==> src/rtl/rtc_cal_pkg.sv <==
package rtc_cal_pkg;

  typedef enum logic [2:0] {
    REG_SEC  = 3'd0,
    REG_MIN  = 3'd1,
    REG_HOUR = 3'd2,
    REG_WDAY = 3'd3,
    REG_DAY  = 3'd4,
    REG_MON  = 3'd5,
    REG_YEAR = 3'd6,
    REG_CTRL = 3'd7
  } reg_addr_e;

  localparam int unsigned N_REGS = 8;
  localparam int unsigned DAYS_PER_WEEK = 7;

  localparam logic [7:0] SEC_LAST  = 8'h59;
  localparam logic [7:0] MIN_LAST  = 8'h59;
  localparam logic [7:0] HOUR_LAST = 8'h23;
  localparam logic [7:0] MON_LAST  = 8'h12;
  localparam logic [7:0] YEAR_LAST = 8'h99;

  // valid BCD year divisible by 4: even tens with 0/4/8, odd tens with 2/6
  function automatic logic bcd_year_leap(input logic [7:0] yr);
    logic lo_even_set, lo_odd_set;
    lo_even_set = (yr[3:0] == 4'd0) || (yr[3:0] == 4'd4) || (yr[3:0] == 4'd8);
    lo_odd_set  = (yr[3:0] == 4'd2) || (yr[3:0] == 4'd6);
    return yr[4] ? lo_odd_set : lo_even_set;
  endfunction

  function automatic logic [7:0] month_last_day(input logic [7:0] mon, input logic leap);
    logic [7:0] last;
    case (mon)
      8'h02:                      last = leap ? 8'h29 : 8'h28;
      8'h04, 8'h06, 8'h09, 8'h11: last = 8'h30;
      default:                    last = 8'h31;
    endcase
    return last;
  endfunction

endpackage

==> src/rtl/rtc_prescaler.sv <==
module rtc_prescaler #(
  parameter int unsigned DIV = 32768
) (
  input  logic clk_i,
  input  logic rst_ni,
  input  logic ref_tick_i,
  input  logic run_i,
  input  logic clear_i,
  output logic tick_o
);

  localparam int unsigned CNT_W = (DIV > 1) ? $clog2(DIV) : 1;
  localparam logic [CNT_W-1:0] LAST = CNT_W'(DIV - 1);

  logic [CNT_W-1:0] cnt_q;
  logic             adv;
  logic             wrap;

  assign adv    = ref_tick_i & run_i;
  assign wrap   = (cnt_q == LAST);
  assign tick_o = adv & wrap & ~clear_i;

  always_ff @(posedge clk_i or negedge rst_ni) begin
    if (!rst_ni)      cnt_q <= '0;
    else if (clear_i) cnt_q <= '0;
    else if (adv)     cnt_q <= wrap ? '0 : cnt_q + 1'b1;
  end

endmodule

==> src/rtl/rtc_bcd_counter.sv <==
module rtc_bcd_counter #(
  parameter int unsigned W       = 7,
  parameter logic [7:0]  FLOOR   = 8'h00,
  parameter logic [7:0]  RST_VAL = 8'h00
) (
  input  logic         clk_i,
  input  logic         rst_ni,
  input  logic         inc_i,
  input  logic [7:0]   limit_i,
  input  logic         wr_i,
  input  logic [W-1:0] wdata_i,
  output logic [W-1:0] value_o,
  output logic         carry_o
);

  logic [W-1:0] val_q;
  logic [W-1:0] val_nxt;
  logic [7:0]   val_ext;
  logic         at_limit;

  assign val_ext  = 8'(val_q);
  assign at_limit = (val_ext >= limit_i);
  assign carry_o  = inc_i & at_limit & ~wr_i;
  assign value_o  = val_q;

  // out-of-range values fall to the floor, so a bad load never stalls
  always_comb begin
    if (at_limit)                val_nxt = FLOOR[W-1:0];
    else if (val_q[3:0] >= 4'd9) val_nxt = {val_q[W-1:4] + 1'b1, 4'h0};
    else                         val_nxt = {val_q[W-1:4], val_q[3:0] + 4'd1};
  end

  always_ff @(posedge clk_i or negedge rst_ni) begin
    if (!rst_ni)    val_q <= RST_VAL[W-1:0];
    else if (wr_i)  val_q <= wdata_i;
    else if (inc_i) val_q <= val_nxt;
  end

  AST_ADV_DIGIT_OK: assert property (@(posedge clk_i) disable iff (!rst_ni)
    inc_i && !wr_i |=> value_o[3:0] <= 4'd9);

  AST_WRITE_WINS: assert property (@(posedge clk_i) disable iff (!rst_ni)
    wr_i |=> value_o == $past(wdata_i));

endmodule

==> src/rtl/rtc_weekday.sv <==
module rtc_weekday #(
  parameter int unsigned DAYS = 7
) (
  input  logic            clk_i,
  input  logic            rst_ni,
  input  logic            adv_i,
  input  logic            wr_i,
  input  logic [DAYS-1:0] wdata_i,
  output logic [DAYS-1:0] wday_o
);

  logic [DAYS-1:0] wday_q;

  always_ff @(posedge clk_i or negedge rst_ni) begin
    if (!rst_ni)    wday_q <= DAYS'(1);
    else if (wr_i)  wday_q <= wdata_i;
    else if (adv_i) wday_q <= {wday_q[DAYS-2:0], wday_q[DAYS-1]};
  end

  assign wday_o = wday_q;

  AST_WDAY_ROTATE: assert property (@(posedge clk_i) disable iff (!rst_ni)
    adv_i && !wr_i |=> $countones(wday_o) == $countones($past(wday_o))
                       && wday_o[0] == $past(wday_o[DAYS-1]));

endmodule

==> src/rtl/rtc_calendar.sv <==
module rtc_calendar
  import rtc_cal_pkg::*;
#(
  parameter int unsigned REF_DIV = 32768
) (
  input  logic       clk_i,
  input  logic       rst_ni,
  input  logic       ref_tick_i,
  input  logic       wr_en_i,
  input  logic [2:0] addr_i,
  input  logic [7:0] wdata_i,
  output logic [7:0] rdata_o,
  output logic       sec_strobe_o,
  output logic       min_strobe_o
);

  logic [N_REGS-1:0] wr_sel;
  logic              stop_q, lowv_q;
  logic              sec_tick;
  logic              sec_carry, min_carry, hour_carry, day_carry, mon_carry, year_carry;
  logic [6:0]        sec_val, min_val;
  logic [5:0]        hour_val, day_val;
  logic [4:0]        mon_val;
  logic [7:0]        year_val;
  logic [DAYS_PER_WEEK-1:0] wday_val;
  logic [7:0]        day_limit;
  logic              sec_strobe_q, min_strobe_q;

  assign wr_sel = wr_en_i ? (N_REGS'(1) << addr_i) : '0;

  rtc_prescaler #(.DIV(REF_DIV)) u_pre (
    .clk_i      (clk_i),
    .rst_ni     (rst_ni),
    .ref_tick_i (ref_tick_i),
    .run_i      (~stop_q),
    .clear_i    (wr_sel[REG_SEC]),
    .tick_o     (sec_tick)
  );

  rtc_bcd_counter #(.W(7), .FLOOR(8'h00), .RST_VAL(8'h00)) u_sec (
    .clk_i(clk_i), .rst_ni(rst_ni), .inc_i(sec_tick), .limit_i(SEC_LAST),
    .wr_i(wr_sel[REG_SEC]), .wdata_i(wdata_i[6:0]), .value_o(sec_val), .carry_o(sec_carry)
  );

  rtc_bcd_counter #(.W(7), .FLOOR(8'h00), .RST_VAL(8'h00)) u_min (
    .clk_i(clk_i), .rst_ni(rst_ni), .inc_i(sec_carry), .limit_i(MIN_LAST),
    .wr_i(wr_sel[REG_MIN]), .wdata_i(wdata_i[6:0]), .value_o(min_val), .carry_o(min_carry)
  );

  rtc_bcd_counter #(.W(6), .FLOOR(8'h00), .RST_VAL(8'h00)) u_hour (
    .clk_i(clk_i), .rst_ni(rst_ni), .inc_i(min_carry), .limit_i(HOUR_LAST),
    .wr_i(wr_sel[REG_HOUR]), .wdata_i(wdata_i[5:0]), .value_o(hour_val), .carry_o(hour_carry)
  );

  rtc_weekday #(.DAYS(DAYS_PER_WEEK)) u_wday (
    .clk_i(clk_i), .rst_ni(rst_ni), .adv_i(hour_carry),
    .wr_i(wr_sel[REG_WDAY]), .wdata_i(wdata_i[DAYS_PER_WEEK-1:0]), .wday_o(wday_val)
  );

  assign day_limit = month_last_day(8'(mon_val), bcd_year_leap(year_val));

  rtc_bcd_counter #(.W(6), .FLOOR(8'h01), .RST_VAL(8'h01)) u_day (
    .clk_i(clk_i), .rst_ni(rst_ni), .inc_i(hour_carry), .limit_i(day_limit),
    .wr_i(wr_sel[REG_DAY]), .wdata_i(wdata_i[5:0]), .value_o(day_val), .carry_o(day_carry)
  );

  rtc_bcd_counter #(.W(5), .FLOOR(8'h01), .RST_VAL(8'h01)) u_mon (
    .clk_i(clk_i), .rst_ni(rst_ni), .inc_i(day_carry), .limit_i(MON_LAST),
    .wr_i(wr_sel[REG_MON]), .wdata_i(wdata_i[4:0]), .value_o(mon_val), .carry_o(mon_carry)
  );

  rtc_bcd_counter #(.W(8), .FLOOR(8'h00), .RST_VAL(8'h00)) u_year (
    .clk_i(clk_i), .rst_ni(rst_ni), .inc_i(mon_carry), .limit_i(YEAR_LAST),
    .wr_i(wr_sel[REG_YEAR]), .wdata_i(wdata_i), .value_o(year_val), .carry_o(year_carry)
  );

  always_ff @(posedge clk_i or negedge rst_ni) begin
    if (!rst_ni) begin
      stop_q <= 1'b0;
      lowv_q <= 1'b1;
    end else if (wr_sel[REG_CTRL]) begin
      stop_q <= wdata_i[0];
      lowv_q <= lowv_q & wdata_i[1];
    end
  end

  always_ff @(posedge clk_i or negedge rst_ni) begin
    if (!rst_ni) begin
      sec_strobe_q <= 1'b0;
      min_strobe_q <= 1'b0;
    end else begin
      sec_strobe_q <= sec_tick;
      min_strobe_q <= sec_carry;
    end
  end

  assign sec_strobe_o = sec_strobe_q;
  assign min_strobe_o = min_strobe_q;

  always_comb begin
    case (reg_addr_e'(addr_i))
      REG_SEC:  rdata_o = 8'(sec_val);
      REG_MIN:  rdata_o = 8'(min_val);
      REG_HOUR: rdata_o = 8'(hour_val);
      REG_WDAY: rdata_o = 8'(wday_val);
      REG_DAY:  rdata_o = 8'(day_val);
      REG_MON:  rdata_o = 8'(mon_val);
      REG_YEAR: rdata_o = year_val;
      REG_CTRL: rdata_o = {6'b0, lowv_q, stop_q};
      default:  rdata_o = 8'h00;
    endcase
  end

  AST_STOP_HOLD: assert property (@(posedge clk_i) disable iff (!rst_ni)
    stop_q && !wr_sel[REG_SEC] |=> $stable(sec_val) && !sec_strobe_o);

  AST_MIN_STROBE_ALIGN: assert property (@(posedge clk_i) disable iff (!rst_ni)
    min_strobe_o |-> sec_strobe_o && sec_val == 7'h00);

  AST_FLAG_STICKY: assert property (@(posedge clk_i) disable iff (!rst_ni)
    !lowv_q |=> !lowv_q);

  AST_SEC_WRITE_NO_TICK: assert property (@(posedge clk_i) disable iff (!rst_ni)
    wr_sel[REG_SEC] |=> !sec_strobe_o);

  AST_YEAR_WRAP_FROM_DEC: assert property (@(posedge clk_i) disable iff (!rst_ni)
    year_carry |=> mon_val == 5'h01);

endmodule

==> config.mk <==
export PLATFORM = sky130hd
export DESIGN_NAME = rtc_calendar
export DESIGN_NICKNAME = d
export VERILOG_FILES = /design/src/rtl/rtc_cal_pkg.sv /design/src/rtl/rtc_prescaler.sv /design/src/rtl/rtc_bcd_counter.sv /design/src/rtl/rtc_weekday.sv /design/src/rtl/rtc_calendar.sv
export SDC_FILE = /design/constraint.sdc
export NUM_CORES = 1
export LEC_CHECK = 0
export CORE_MARGIN = 10
export CORE_UTILIZATION = 41
export DETAILED_ROUTE_END_ITERATION = 12
export DONT_BUFFER_PORTS = 1
export GPL_ROUTABILITY_DRIVEN = 0
export PLACE_DENSITY = 0.69
export SKIP_CTS_REPAIR_TIMING = 1
export SLEW_MARGIN = 20
export SYNTH_ARGS = -nofsm -noshare
export SYNTH_HDL_FRONTEND = slang
export SYNTH_HIERARCHICAL = 1
export SYNTH_SLANG_ARGS = --single-unit
==> constraint.sdc <==
create_clock -name clk_i -period 5.2 [get_ports clk_i]
set_clock_uncertainty 0.15 [all_clocks]
set_input_delay 0.78 -clock clk_i [delete_from_list [all_inputs] [get_ports clk_i]]
set_output_delay 0.78 -clock clk_i [all_outputs]
set_load 0.02 [all_outputs]
# --- Word-level counts from Yosys, hierarchy flattened ---
# Cells that the tools add are included.
totals:
  register_bits: 65
  out_inout_bits: 10
  inputBits: 15
  word_cells: 141
op_classes:
  n_shift: 1
  n_addsub: 13
  magnitude_cmp: 12
  n_eq_ne: 17
  n_bitwise: 20
  reduce_logical: 26
  n_mux: 34
op_table:
  columns: ["op", "count"]
  rows:
  - ["7-bit 2-to-1 mux", 10]
  - ["8-bit one-hot mux with 8 select lines", 1]
  - ["6-bit 2-to-1 mux", 8]
  - ["15-bit 2-to-1 mux", 3]
  - ["8-bit 2-to-1 mux", 5]
  - ["4-bit by 1-bit adder with 4-bit output, second input constant", 7]
  - ["4-bit >= comparator, second input constant", 6]
  - ["5-bit 2-to-1 mux", 4]
  - ["3-bit nonzero test", 6]
  - ["2-bit nonzero test", 8]
  - ["15-bit by 1-bit adder with 15-bit output, second input constant", 1]
  - ["15-bit equality test, second input constant", 1]
  - ["1-bit bitwise AND", 14]
  - ["7-bit >= comparator, second input constant", 2]
  - ["3-bit equality test, second input constant", 4]
  - ["2-bit AND reduction", 6]
  - ["5-bit by 3-bit equality test with 1-bit output, second input constant", 2]
  - ["5-bit one-hot mux with 2 select lines", 1]
  - ["4-bit by 3-bit equality test with 1-bit output, second input constant", 2]
  - ["8-bit >= comparator, second input constant", 1]
  - ["1-bit by 3-bit << shifter with 8-bit output, first input constant", 1]
  - ["3-bit by 1-bit adder with 3-bit output, second input constant", 2]
  - ["3-bit by 2-bit equality test with 1-bit output, second input constant", 2]
  - ["6-bit >= comparator", 1]
  - ["other kinds (16)", 25]

# --- Logic depth before layout (Yosys ltp) ---
# Gate-level depths: netlist of run 1.
logic_depth:
  word_depth: 16
  mapped_depth: 22

# --- Hierarchy ---
# The synthesis of run 1 kept the hierarchy.
by_module_without_submodules:
  columns: ["mod", "instances", "area_per_inst_um2", "cells_per_inst"]
  rows:
  - ["rtc_bcd_counter (u_min ...)", 2, 695.7, 80]
  - ["rtc_prescaler", 1, 863.3, 91]
  - ["rtc_bcd_counter (u_year)", 1, 780.7, 93]
  - ["rtc_calendar", 1, 737.0, 106]
  - ["rtc_bcd_counter (u_hour)", 1, 603.1, 73]
  - ["rtc_bcd_counter (u_day)", 1, 583.1, 69]
  - ["rtc_bcd_counter (u_mon)", 1, 505.5, 63]
  - ["rtc_weekday", 1, 326.6, 30]

# --- Worst setup path before layout of run 1 ---
# OpenSTA, ideal clock, no wires.
synth_timing:
  path_kind: "input to register"
  from: "input addr_i[0]"
  to: "register u_year.val_q[7] (netlist: u_year/value_o[7])"
  setup_time_ns: 0.094
  path_slack_ns: -0.146
  path_stages: 22
  arrival_time_ns: 5.102
  path_cell_list: "buf_2 or3_1 buf_2 nor2_1 buf_2 nor3_1 clkbuf_1 and3b_1 clkbuf_1 and3b_1 clkbuf_1 nor2b_1 and3_1 inv_1 nor3_1 inv_1 nor4_1 clkbuf_1 nor3_1 nor2_1 nand2_1 a211oi_1"
synth_via:
  elab_chain_len: 16
  word_cells_on_any_way: 22
synth_lines:
  columns: ["element", "line_no", "source"]
  rows:
  - ["start: declaration", "rtc_calendar.sv:10", "input logic [2:0] addr_i,"]
  - ["1-bit by 3-bit << shifter with 8-bit output", "rtc_calendar.sv:29", "assign wr_sel = wr_en_i ? (N_REGS'(1) << addr_i) : '0;"]
  - ["8-bit 2-to-1 mux", "rtc_calendar.sv:29", null]
  - ["via wr_sel[0]", "rtc_calendar.sv:17", "logic [N_REGS-1:0] wr_sel;"]
  - ["1-bit inverter", "rtc_prescaler.sv:21", "assign tick_o = adv & wrap & ~clear_i;"]
  - ["1-bit bitwise AND", "rtc_prescaler.sv:21", null]
  - ["via sec_tick", "rtc_calendar.sv:19", "logic sec_tick;"]
  - ["1-bit bitwise AND (2 in series)", "rtc_bcd_counter.sv:23", "assign carry_o = inc_i & at_limit & ~wr_i;"]
  - ["via sec_carry", "rtc_calendar.sv:20", "logic sec_carry, min_carry, hour_carry, day_carry, mon_carry, year_carry;"]
  - ["(+2 left out)", null, null]
  - ["via min_carry", "rtc_calendar.sv:20", null]
  - ["1-bit bitwise AND (2 in series)", "rtc_bcd_counter.sv:23", null]
  - ["via hour_carry", "rtc_calendar.sv:20", null]
  - ["1-bit bitwise AND (2 in series)", "rtc_bcd_counter.sv:23", null]
  - ["via day_carry", "rtc_calendar.sv:20", null]
  - ["1-bit bitwise AND (2 in series)", "rtc_bcd_counter.sv:23", null]
  - ["via mon_carry", "rtc_calendar.sv:20", null]
  - ["2-bit nonzero test (no source line)", null, null]
  - ["2-bit AND reduction (no source line)", null, null]
  - ["end signal: assignment", "rtc_bcd_counter.sv:34", "if (!rst_ni) val_q <= RST_VAL[W-1:0];"]
  - ["end signal: assignment", "rtc_bcd_counter.sv:35", "else if (wr_i) val_q <= wdata_i;"]
  - ["end signal: assignment", "rtc_bcd_counter.sv:36", "else if (inc_i) val_q <= val_nxt;"]
  - ["end: declaration", "rtc_bcd_counter.sv:16", "logic [W-1:0] val_q;"]
# The timed path passes the listed nets, and every way through them passes these cells.
# A chain may end at the register's enable or synchronous reset.

# --- Worst setup path in the final report of run 1 ---
layout_timing:
  from: "register u_pre.cnt_q[0]"
  to: "register u_year.val_q[7] (netlist: u_year/value_o[7])"
layout_via:
  elab_chain_len: 15
layout_lines:
  columns: ["element", "line_no", "source"]
  rows:
  - ["start: declaration", "rtc_prescaler.sv:15", "logic [CNT_W-1:0] cnt_q;"]
  - ["start signal: assignment", "rtc_prescaler.sv:26", "else if (adv) cnt_q <= wrap ? '0 : cnt_q + 1'b1;"]
  - ["15-bit equality test", "rtc_prescaler.sv:20", "assign wrap = (cnt_q == LAST);"]
  - ["1-bit bitwise AND (2 in series)", "rtc_prescaler.sv:21", null]
  - ["via sec_tick", "rtc_calendar.sv:19", null]
  - ["1-bit bitwise AND (2 in series)", "rtc_bcd_counter.sv:23", null]
  - ["via sec_carry", "rtc_calendar.sv:20", null]
  - ["1-bit bitwise AND (2 in series)", "rtc_bcd_counter.sv:23", null]
  - ["via min_carry", "rtc_calendar.sv:20", null]
  - ["1-bit bitwise AND (2 in series)", "rtc_bcd_counter.sv:23", null]
  - ["via hour_carry", "rtc_calendar.sv:20", null]
  - ["1-bit bitwise AND (2 in series)", "rtc_bcd_counter.sv:23", null]
  - ["via day_carry", "rtc_calendar.sv:20", null]
  - ["1-bit bitwise AND (2 in series)", "rtc_bcd_counter.sv:23", null]
  - ["via mon_carry", "rtc_calendar.sv:20", null]
  - ["2-bit nonzero test (no source line)", null, null]
  - ["2-bit AND reduction (no source line)", null, null]
# The timed path passes the listed nets, and every way through them passes these cells.

==> results of run 1 <==
==> per-layer routing <==
metal  share of wire (%)  global-route usage [%]  up-vias
met5                   0                       0        -
met4                 2.6                    5.44        0
met3                 4.5                    2.23       27
met2                  45                    22.1      112
met1                  48                    19.9     2366
li1                    -                       -     2545
==> state kept, by name (all words and copies together), names as in the netlist <==
name            cells
min_strobe_o        1
stop_q              1
lowv_q              1
u_min/value_o       7
sec_strobe_o        1
u_sec/value_o       7
u_year/value_o      8
u_hour/value_o      6
u_day/value_o       6
u_pre/cnt_q        15
u_wday/wday_o       7
u_mon/value_o       5
==> critical path, cell delays in order (launching register included) <==
cell      delay [ns]
dfrtp_1         0.40
ha_1            0.23
and4_1          0.23
nand4_1         0.17
nor3_1          0.22
buf_4           0.20
and3b_1         0.18
and3b_1         0.34
nor2b_1         0.25
and3_1          0.23
inv_1           0.12
nor3_2          0.35
inv_1           0.19
nor4_2          0.26
buf_4           0.22
nor2_1          0.09
a21oi_1         0.25
nand4_2         0.12
nand2_1         0.07
a211oi_1        0.04
==> worst paths after layout <==
check	startpoint	endpoint	slack, ns	depth (start not counted)
hold / removal	rst_ni	u_mon/value_o[0]	0.15	0
max in group asynchronous	rst_ni	u_mon/value_o[3]	3.90	1
setup / recovery	u_pre/cnt_q[0]	u_year/value_o[7]	0.77	19
hold reg to reg	lowv_q	lowv_q	0.31	1
setup reg to reg	u_pre/cnt_q[0]	u_year/value_o[7]	0.77	19
min in group clk_i	lowv_q	lowv_q	0.31	1
==> through the flow <==
step | cell area [sq um] | hold WS (ns) | worst slack [ns] | instances
floorplan | 5970 | 0.289 | 0.0573 | 731
global placement | 6150 | 0.297 | 0.793 | 896
detailed placement | 6150 | 0.299 | 0.672 | 896
CTS | 6460 | -0.0104 | 0.822 | 912
global route | 6500 | 0.135 | 0.417 | 914
finish | 6500 | 0.149 | 0.770 | 914
==> power by group through the flow <==
| stage | Combinational (mW) | Sequential [mW] | Clock (mW) |
|---|---|---|---|
| finish | 0.755 | 0.823 | 0.637 |
| floorplan | 0.621 | 0.750 | 0 |
| global route | 0.862 | 0.849 | 0.669 |
| CTS | 0.738 | 0.820 | 0.645 |
| detailed placement | 0.732 | 0.828 | 0 |
| global placement | 0.718 | 0.829 | 0 |
==> area by class of cell <==
class | instances | area, sq um
fill | 1329 | 7380
clock inverter | 6 | 82.6
inverter | 68 | 255
sequential | 65 | 1630
tap | 180 | 225
multi-input combinational | 571 | 3950
timing repair buffer | 14 | 128
clock buffer | 10 | 229
==> layout by cell type (no fill, tap or decap), types with 4 or more instances in the layout <==
cell       instances
xnor2_1            7
mux2i_1           19
a21oi_1           33
dfrtp_1           61
a22o_1             7
clkbuf_16          9
nand3b_1           4
nand4_1            8
conb_1            49
a31oi_1            4
ha_1              61
nand3_1           19
o21ai_0           16
nor4b_1            4
a211oi_1          10
mux2_2             5
inv_1             68
o211ai_1          14
a22oi_1            7
nor2_1            55
nor3b_1           11
o21ai_1           12
o32ai_1            5
a221o_1            4
and3_1             7
nand2b_1           8
nor2b_1           13
dfstp_2            4
o32a_1             4
nand2_1           58
o21a_1             5
nor3_1            20
a41o_1             4
buf_4             12
a21o_1            10
o31ai_1            5
o22ai_1            7
==> summary.md, run 1 <==
| Metric | Value |
|---|---|
| Initial antenna violation count | 0 |
| CTS H-tree depth | 3 |
| Final setup TNS | 0 ns |
| Outcome | finished clean |
| Tmin final | 4.43 ns |
| Die width | 139 um |
| Vias in the first global route | ~4600 |
| Worst slew pin tran | 0.914 ns |
| Largest net degree at the start of global routing | between 60 and 70 |
| Final Cycle Share | around 85% |
| Die height | ~140 um |
| Req. time, crit path | 5.25 ns |
| Worst-Skew Late Latency | between 0.3 and 0.4 ns |
| CTS buffer count | 9 |
| Gr usage total | 14.4% |
| Avg Cell Area, Syn | roughly 8.5 sq um |
| Fmax | between 200 and 250 MHz |
| Final Core Density | 46.8% |
| Startpoint types | flip-flop |
| TritonCTS clock tree | done |
| Io pins | 25 |
| Area grow syn2layout | 12.3% |
| Max Cap Viol | 0 |
| WS Path Type | flip-flop to flip-flop |
| Core Area | 13900 sq um |
| Crit Path Max Fanout | 12 |
| Final #Nets | 805 |
| Worst Hold Class | input port to async pin |
| Inserted Diodes | 0 |
| Die area | 19300 sq um |
| Via Count | ~5100 |
| Setup-failing EPs final | 0 |
| DR pass1 iterations | 5 |
| Logic pwr share | between 30% and 40% |
| Slew headroom | 38.9% |
| CP endpoint kind | flip-flop |
| CP Data Arrival Time | 4.48 ns |
| Area of the mapped netlist | 5790 sq um |
| Pwr dens | 341 nW/um^2 |
| Via/cell ratio | 5.53 |
| Pwr Total | 2.22 mW |
| Post-DRT Antenna Nets | 0 |
| RSZ-0062 raised after global routing | no |
| Max-slew violation count | 0 |
| DP HPWL | 10500 um |
| Initial Util | about two fifths |
| Final Hold Fails | 0 |
| DRT iter0 DRCs | 524 |
| Global-route wire length before repair | 23600 um |
| GRT overflow | 0 |
| Root Buffer Master | clkbuf_16 |
| Cell Rows | 43 |
| Wire per inst | 15.8 um |
| I/O Buffers | 0 |
| Sequential power share | 37.2% |
| DRC viols | 0 |
| Layout cell share with drive strength beyond 1 | between 8 and 9% |
| Clk buf depth | 2 |
| Worst vdd ir | 0.196 mV |
| Cells after Synth | 684 |
| Net Sw Power | slightly above 800 uW |
| Net switching share of the total power | 37.1% |
| Lkg Pwr | 2.92 nW |
| Clock Pin Slew Worst Setup and Hold Paths | 0.06 ns |
| Pint | 1.39 mW |
| Clock tree sinks | 65 |
| Clk pwr share | ~29% |
| Yosys warns | 6 |
| Routed WL | 14400 um |
Power figures use the tool's default switching activity.
==> run 2, diff against run 1 <==
--- a/config.mk
+++ b/config.mk
@@ -5,13 +5,15 @@
 export SDC_FILE = /design/constraint.sdc
 export NUM_CORES = 1
 export LEC_CHECK = 0
+export CORE_ASPECT_RATIO = 1.25
 export CORE_MARGIN = 10
 export CORE_UTILIZATION = 41
 export DETAILED_ROUTE_END_ITERATION = 12
 export DONT_BUFFER_PORTS = 1
 export GPL_ROUTABILITY_DRIVEN = 0
-export PLACE_DENSITY = 0.69
+export PLACE_DENSITY_LB_ADDON = 0.25
 export SKIP_CTS_REPAIR_TIMING = 1
+export SKIP_LAST_GASP = 1
 export SLEW_MARGIN = 20
 export SYNTH_ARGS = -nofsm -noshare
 export SYNTH_HDL_FRONTEND = slang
==> run 2 against run 1 <==
Net effect: critical path depth down 3; first-iteration DRC count down 28%; non-clock buffer count down 3; sequential power up 0.6%; flip-flop and latch count unchanged; design area down 0.29%; worst hold slack worse by 0.0085 ns; clock power up 7.2%.
==> summary.md, run 2 (synthesis gave the netlist of run 1 again) <==
| Metric | Value |
|---|---|
| CTS H-tree depth | 3 (unchanged) |
| Max Cap Viol | 0 (unchanged) |
| Final setup TNS | 0 ns (unchanged) |
| Most common cell after layout, fill and taps aside | inv_1 (unchanged) |
| CTS buffer count | 9 (unchanged) |
| Die height | 153 um (was 139 um) |
| Setup-failing EPs final | 0 (unchanged) |
| Max-slew violation count | 0 (unchanged) |
| Startpoint types | flip-flop (unchanged) |
| Worst-Skew Late Latency | 0.33 ns (about the same) |
| Final #Nets | 802 (was 805) |
| Inserted Diodes | 0 (unchanged) |
| DRT iter0 DRCs | 379 (was 524) |
| DRC viols | 0 (unchanged) |
| Net Sw Power | 844 uW (was 823 uW) |
| Slew headroom | 38.5% (was 38.9%) |
| TritonCTS clock tree | done (unchanged) |
| Final Cycle Share | 87.2% (was 85.2%) |
| Via/cell ratio | 5.75 (was 5.53) |
| Wire per inst | 17.3 um (was 15.8 um) |
| Worst Hold Class | input port to async pin (unchanged) |
| CP endpoint kind | flip-flop (unchanged) |
| Root Buffer Master | clkbuf_16 (unchanged) |
| Crit Path Max Fanout | 7 (was 12) |
| DR pass1 iterations | 5 (unchanged) |
| GRT overflow | 0 (unchanged) |
| Clock Pin Slew Worst Setup and Hold Paths | 0.06 ns (about the same) |
| Largest net degree at the start of global routing | 66 (unchanged) |
| Area grow syn2layout | 12.0% (was 12.3%) |
| Routed WL | 15700 um (was 14400 um) |
| Fmax | 221 MHz (was 226 MHz) |
| Most flops, register | u_pre/cnt_q (unchanged) |
| Lkg Pwr | 2.91 nW (was 2.92 nW) |
| Slowest CP cell | o32ai_1 (was dfrtp_1) |
| Global-route wire length before repair | 25800 um (was 23600 um) |
| Pwr dens | 351 nW/um^2 (was 341 nW/um^2) |
| Layout fillers | 1341 (was 1329) |
| DP HPWL | 11700 um (was 10500 um) |
| Req. time, crit path | 5.26 ns (was 5.25 ns) |
| Initial Util | 41.9% (was 41.7%) |
| Max FFs per register | 15 (unchanged) |
| Clk pwr share | 30.0% (was 28.8%) |
| CP peak stage delay | 0.72 ns (was 0.40 ns) |
| Worst vdd ir | 0.214 mV (was 0.196 mV) |
| CP Data Arrival Time | 4.59 ns (was 4.48 ns) |
| Pint | 1.43 mW (was 1.39 mW) |
| Commonest cells after routing, fill and taps aside | inv_1 (68), dfrtp_1 (61), ha_1 (61), nand2_1 (58), nor2_1 (55) (unchanged) |
| Crit path cell chain | ha_1 > a211oi_1 > o32ai_1 > or2_2 > and3b_1 > nor2b_1 > and3_1 > inv_1 > nor3_2 > inv_1 > nor4_1 > nor2_1 > a21oi_1 > nand4_2 > nand2_1 > a211oi_1 (was ha_1 > and4_1 > nand4_1 > nor3_1 > buf_4 > and3b_1 > and3b_1 > nor2b_1 > and3_1 > inv_1 > nor3_2 > inv_1 > nor4_2 > buf_4 > nor2_1 > a21oi_1 > nand4_2 > nand2_1 > a211oi_1) |
| I/O Buffers | 0 (unchanged) |
| Logic pwr share | 33.6% (was 34.1%) |
| Top cell family by delay on the critical path | simple AND/OR/NAND/NOR gates (unchanged) |
| Sequential Area | 1630 sq um (unchanged) |
| Post-DRT Antenna Nets | 0 (unchanged) |
| WS Path Type | flip-flop to flip-flop (unchanged) |
| Io pins | 25 (unchanged) |
| Worst Hold Slack | 0.140 ns (was 0.149 ns) |
| Worst slew pin tran | 0.919 ns (was 0.914 ns) |
| Cell Rows | 48 (was 43) |
| Die width | 126 um (was 139 um) |
| Via Count | 5205 (was 5050) |
| WP buf/inv | 2 (was 4) |
| Sequential power share | 36.4% (was 37.2%) |
| Gr usage total | 15.9% (was 14.4%) |
| Top flop regs | u_pre/cnt_q (15), u_year/value_o (8) (unchanged) |
| Die area | 19300 sq um (about the same) |
| Multi-input logic area | 3940 sq um (was 3950 sq um) |
| Clock tree sinks | 65 (unchanged) |
| Vias in the first global route | 5264 (was 4596) |
| Initial antenna violation count | 0 (unchanged) |
| Clk buf depth | 2 (unchanged) |
| Net switching share of the total power | 37.1% (about the same) |
| Core Area | 13800 sq um (was 13900 sq um) |
| Outcome | finished clean (unchanged) |
| Layout cell share with drive strength beyond 1 | 8.36% (was 8.86%) |
| Tmin final | 4.53 ns (was 4.43 ns) |
| Final Hold Fails | 0 (unchanged) |
| RSZ-0062 raised after global routing | no (unchanged) |
==> run 2: worst paths after layout <==
kind                                       start                 to  slack [ns]  depth (start not counted)
worst max-delay path            u_min/value_o[5]  u_year/value_o[7]        0.67                         16
worst min-delay path                      rst_ni   u_mon/value_o[0]        0.14                          0
worst max register to register  u_min/value_o[5]  u_year/value_o[7]        0.67                         16
worst min register to register            lowv_q             lowv_q        0.31                          1
max in group asynchronous                 rst_ni  u_year/value_o[1]        4.46                          1
min in group clk_i                        lowv_q             lowv_q        0.31                          1
==> run 2: area by class of cell <==
class / instances / area share, %
clock buffer: 13 / 4.17
inverter: 68 / 3.94
tap: 175 / 3.38
clock inverter: 2 / 0.927
timing repair buffer: 11 / 1.58
multi-input combinational: 571 / 60.8
sequential: 65 / 25.2
==> run 2: power by group through the flow <==
stage	logic (mW)	registers (mW)	clock network [mW]
2_1_floorplan	0.621	0.750	0
3_3_place_gp	0.712	0.827	0
3_5_place_dp	0.744	0.833	0
4_1_cts	0.750	0.825	0.696
5_1_grt	0.876	0.852	0.720
6_report	0.765	0.828	0.683
==> run 2: worst reg2reg max path, delay by kind of cell (launching register included) <==
| kind | cells | cell delay, ns |
|---|---|---|
| buffers and inverters | 2 | 0.28 |
| AO/OA/AOI/OAI | 4 | 1.06 |
| flip-flops | 1 | 0.42 |
| adder cells (fa/ha/maj) | 1 | 0.17 |
| AND/OR/NAND/NOR | 9 | 2.33 |
==> run 2: stage by stage <==
stage                     area, sq um  utilization, %  setup slack [ns]  instances  total power [mW]
after floorplan                  5970               -            0.0573        731              1.37
after global placement           6120            44.3             0.685        889              1.54
after detailed placement         6120            44.3             0.609        889              1.58
after CTS                        6450            46.7             0.649        904              2.27
after global routing             6480            46.9             0.242        905              2.45
final                            6480            46.9             0.668        905              2.28
==> run 2: per-layer routing <==
layer / GRT usage [%] / share of wire (%) / vias to the layer above
met4: 5.43 / 1.7 / 0
met1: 17.2 / 40 / 2511
met2: 29.2 / 53 / 134
met5: 0 / 0 / -
met3: 3.88 / 5.7 / 22
li1: - / - / 2538
==> run 3, diff against run 2 <==
--- a/config.mk
+++ b/config.mk
@@ -8,6 +8,7 @@
 export CORE_ASPECT_RATIO = 1.25
 export CORE_MARGIN = 10
 export CORE_UTILIZATION = 41
+export CTS_BUF_LIST = sky130_fd_sc_hd__clkbuf_16
 export DETAILED_ROUTE_END_ITERATION = 12
 export DONT_BUFFER_PORTS = 1
 export GPL_ROUTABILITY_DRIVEN = 0
==> run 3 against run 2 <==
Net effect: critical path depth up 3; maximum frequency down 0.10%; via count decreased by 0.23%; die area is the same; critical endpoint unchanged; global-route usage about the same; largest cell class unchanged; routed wire length down 0.27%.
==> summary.md, run 3 (synthesis gave the netlist of run 1 again) <==
| Metric | Value |
|---|---|
| CTS H-tree depth | 3 (unchanged) |
| Crit path depth | 19 (was 16) |
| Wire per inst | 17.3 um (about the same) |
| Core Area | 13800 sq um (unchanged) |
| Max Cap Viol | 0 (unchanged) |
| Reg2Reg Depth | 19 (was 16) |
| Clock tree sinks | 65 (unchanged) |
| Slew headroom | 38.1% (was 38.5%) |
| Via/cell ratio | 5.74 (was 5.75) |
| Most flops, register | u_pre/cnt_q (unchanged) |
| Inst Count DP | 889 (unchanged) |
| Via Count | 5193 (was 5205) |
| Post-place setup slack | 0.609 ns (unchanged) |
| Fmax | 220 MHz (was 221 MHz) |
| Critical R2R Launch | u_sec/value_o[0] (was u_min/value_o[5]) |
| Final Cycle Share | 87.2% (about the same) |
| Crit Path Max Fanout | 7 (unchanged) |
| Reg2reg end | u_year/value_o[7] (unchanged) |
| Gr usage total | 15.9% (about the same) |
| Initial antenna violation count | 0 (unchanged) |
| Inserted Diodes | 0 (unchanged) |
| DRC viols | 0 (unchanged) |
| Tmin final | 4.54 ns (was 4.53 ns) |
| Post-DRT Antenna Nets | 0 (unchanged) |
| Final setup TNS | 0 ns (unchanged) |
| Pwr dens | 346 nW/um^2 (was 351 nW/um^2) |
| Crit path cell chain | inv_1 > ha_1 > nor2_1 > a211oi_1 > buf_4 > or2_2 > and3b_1 > and3b_1 > nor2b_1 > and3_1 > inv_1 > nor3_2 > inv_1 > nor4_1 > nor2_1 > a21oi_1 > nand4_2 > nand2_1 > a211oi_1 (was ha_1 > a211oi_1 > o32ai_1 > or2_2 > and3b_1 > nor2b_1 > and3_1 > inv_1 > nor3_2 > inv_1 > nor4_1 > nor2_1 > a21oi_1 > nand4_2 > nand2_1 > a211oi_1) |
| Worst vdd ir | 0.177 mV (was 0.214 mV) |
| FF-to-FF setup slack | 0.66 ns (was 0.67 ns) |
| Routed WL | 15600 um (was 15700 um) |
| DP HPWL | 11700 um (unchanged) |
| I/O Buffers | 0 (unchanged) |
| Critical Path Source | u_sec/value_o[0] (was u_min/value_o[5]) |
| Slowest CP cell | nor4_1 (was o32ai_1) |
| Root Buffer Master | clkbuf_16 (unchanged) |
| CP dominant cell by count | inv_1 |
| Max-slew violation count | 0 (unchanged) |
| CP Data Arrival Time | 4.60 ns (was 4.59 ns) |
| Top cell family by delay on the critical path | simple AND/OR/NAND/NOR gates (unchanged) |
| Setup-failing EPs final | 0 (unchanged) |
| Vias in the first global route | 5269 (was 5264) |
| Area grow syn2layout | 11.4% (was 12.0%) |
| Final Hold Fails | 0 (unchanged) |
| Top flop regs | u_pre/cnt_q (15), u_year/value_o (8) (unchanged) |
| Io pins | 25 (unchanged) |
| Largest net degree at the start of global routing | 66 (unchanged) |
| Final Non-Filler Cells | 905 (unchanged) |
| DRT iter0 DRCs | 413 (was 379) |
| DR pass1 iterations | 5 (unchanged) |
| CP peak stage delay | 0.71 ns (was 0.72 ns) |
| Worst Hold Class | input port to async pin (unchanged) |
| Final #Nets | 802 (unchanged) |
| Die height | 153 um (unchanged) |
| Max FFs per register | 15 (unchanged) |
| Commonest cells after routing, fill and taps aside | inv_1 (69), dfrtp_1 (61), ha_1 (61), nand2_1 (58), nor2_1 (55) (was inv_1 (68), dfrtp_1 (61), ha_1 (61), nand2_1 (58), nor2_1 (55)) |
| Most common cell after layout, fill and taps aside | inv_1 (unchanged) |
| TritonCTS clock tree | done (unchanged) |
| WS Path Type | flip-flop to flip-flop (unchanged) |
| Worst slew pin tran | 0.925 ns (was 0.919 ns) |
| Die width | 126 um (unchanged) |
| Worst-Skew Late Latency | 0.33 ns (about the same) |
| Clock Pin Slew Worst Setup and Hold Paths | 0.06 ns (about the same) |
| CTS buffer count | 9 (unchanged) |
| Startpoint types | flip-flop (unchanged) |
| Outcome | finished clean (unchanged) |
| Lkg Pwr | 2.90 nW (was 2.91 nW) |
| Die area | 19300 sq um (unchanged) |
| Final setup margin | 0.663 ns (was 0.668 ns) |
| RSZ-0062 raised after global routing | no (unchanged) |
| WP buf/inv | 4 (was 2) |
| CP endpoint kind | flip-flop (unchanged) |
| Layout cell share with drive strength beyond 1 | 7.95% (was 8.36%) |
| Cell Rows | 48 (unchanged) |
| Global-route wire length before repair | 25800 um (about the same) |
| Clk buf depth | 2 (unchanged) |
| Initial Util | 41.9% (unchanged) |
| GRT overflow | 0 (unchanged) |
| Req. time, crit path | 5.26 ns (about the same) |
[run 3: changes by cell type in the layout (fill, tap and decap cells not counted)]
cell / before / now
clkbuf_1: 1 / 0
clkbuf_8: 3 / 0
clkinv_1: 0 / 3
inv_1: 68 / 69
[run 3: power by group]
group          switching [mW]  internal (mW)  total [mW]
registers               0.209          0.618       0.827
clock network           0.226          0.410       0.636
logic                   0.408          0.357       0.765
[run 3: metrics by stage]
step,util (%),hold WS (ns),instance area (sq um),total power [mW]
global placement,44.3,0.298,6120,1.54
finish,46.7,0.139,6450,2.23
global route,46.7,0.126,6450,2.40
CTS,46.5,-0.0173,6420,2.22
detailed placement,44.3,0.308,6120,1.58
floorplan,-,0.289,5970,1.37
[run 3: worst max-delay path by stage]
| stage | to | slack [ns] |
|---|---|---|
| after floorplan | u_year/value_o[7] | 0.06 |
| after global placement | u_year/value_o[7] | 0.68 |
| after detailed placement | u_year/value_o[7] | 0.61 |
| after CTS | u_year/value_o[7] | 0.65 |
| after global routing | u_year/value_o[7] | 0.24 |
| final | u_year/value_o[7] | 0.66 |
[run 3: final cells by class]
| class | instances | area, sq um |
|---|---|---|
| Fill cell | 1349 | 7360 |
| Multi-Input combinational cell | 571 | 3940 |
| Tap cell | 175 | 219 |
| Clock buffer | 9 | 225 |
| Timing Repair Buffer | 11 | 103 |
| Sequential cell | 65 | 1630 |
| Clock inverter | 6 | 75.1 |
| Inverter | 68 | 255 |
[run 3: worst reg2reg max path: cells and delay by family (launching register included)]
family,cells,cell delay (ns)
simple gates,11,2.41
buf+inv,4,0.59
compound gates,3,0.53
flops,1,0.47
fa+ha+maj,1,0.28
[run 3: per-layer routing]
layer	up-vias	share of wire, %	global-route usage, %
met3	26	5.1	3.49
met5	-	0	0
met4	0	2.1	5.81
met1	2495	40	17.3
met2	127	53	29.3
li1	2545	-	-
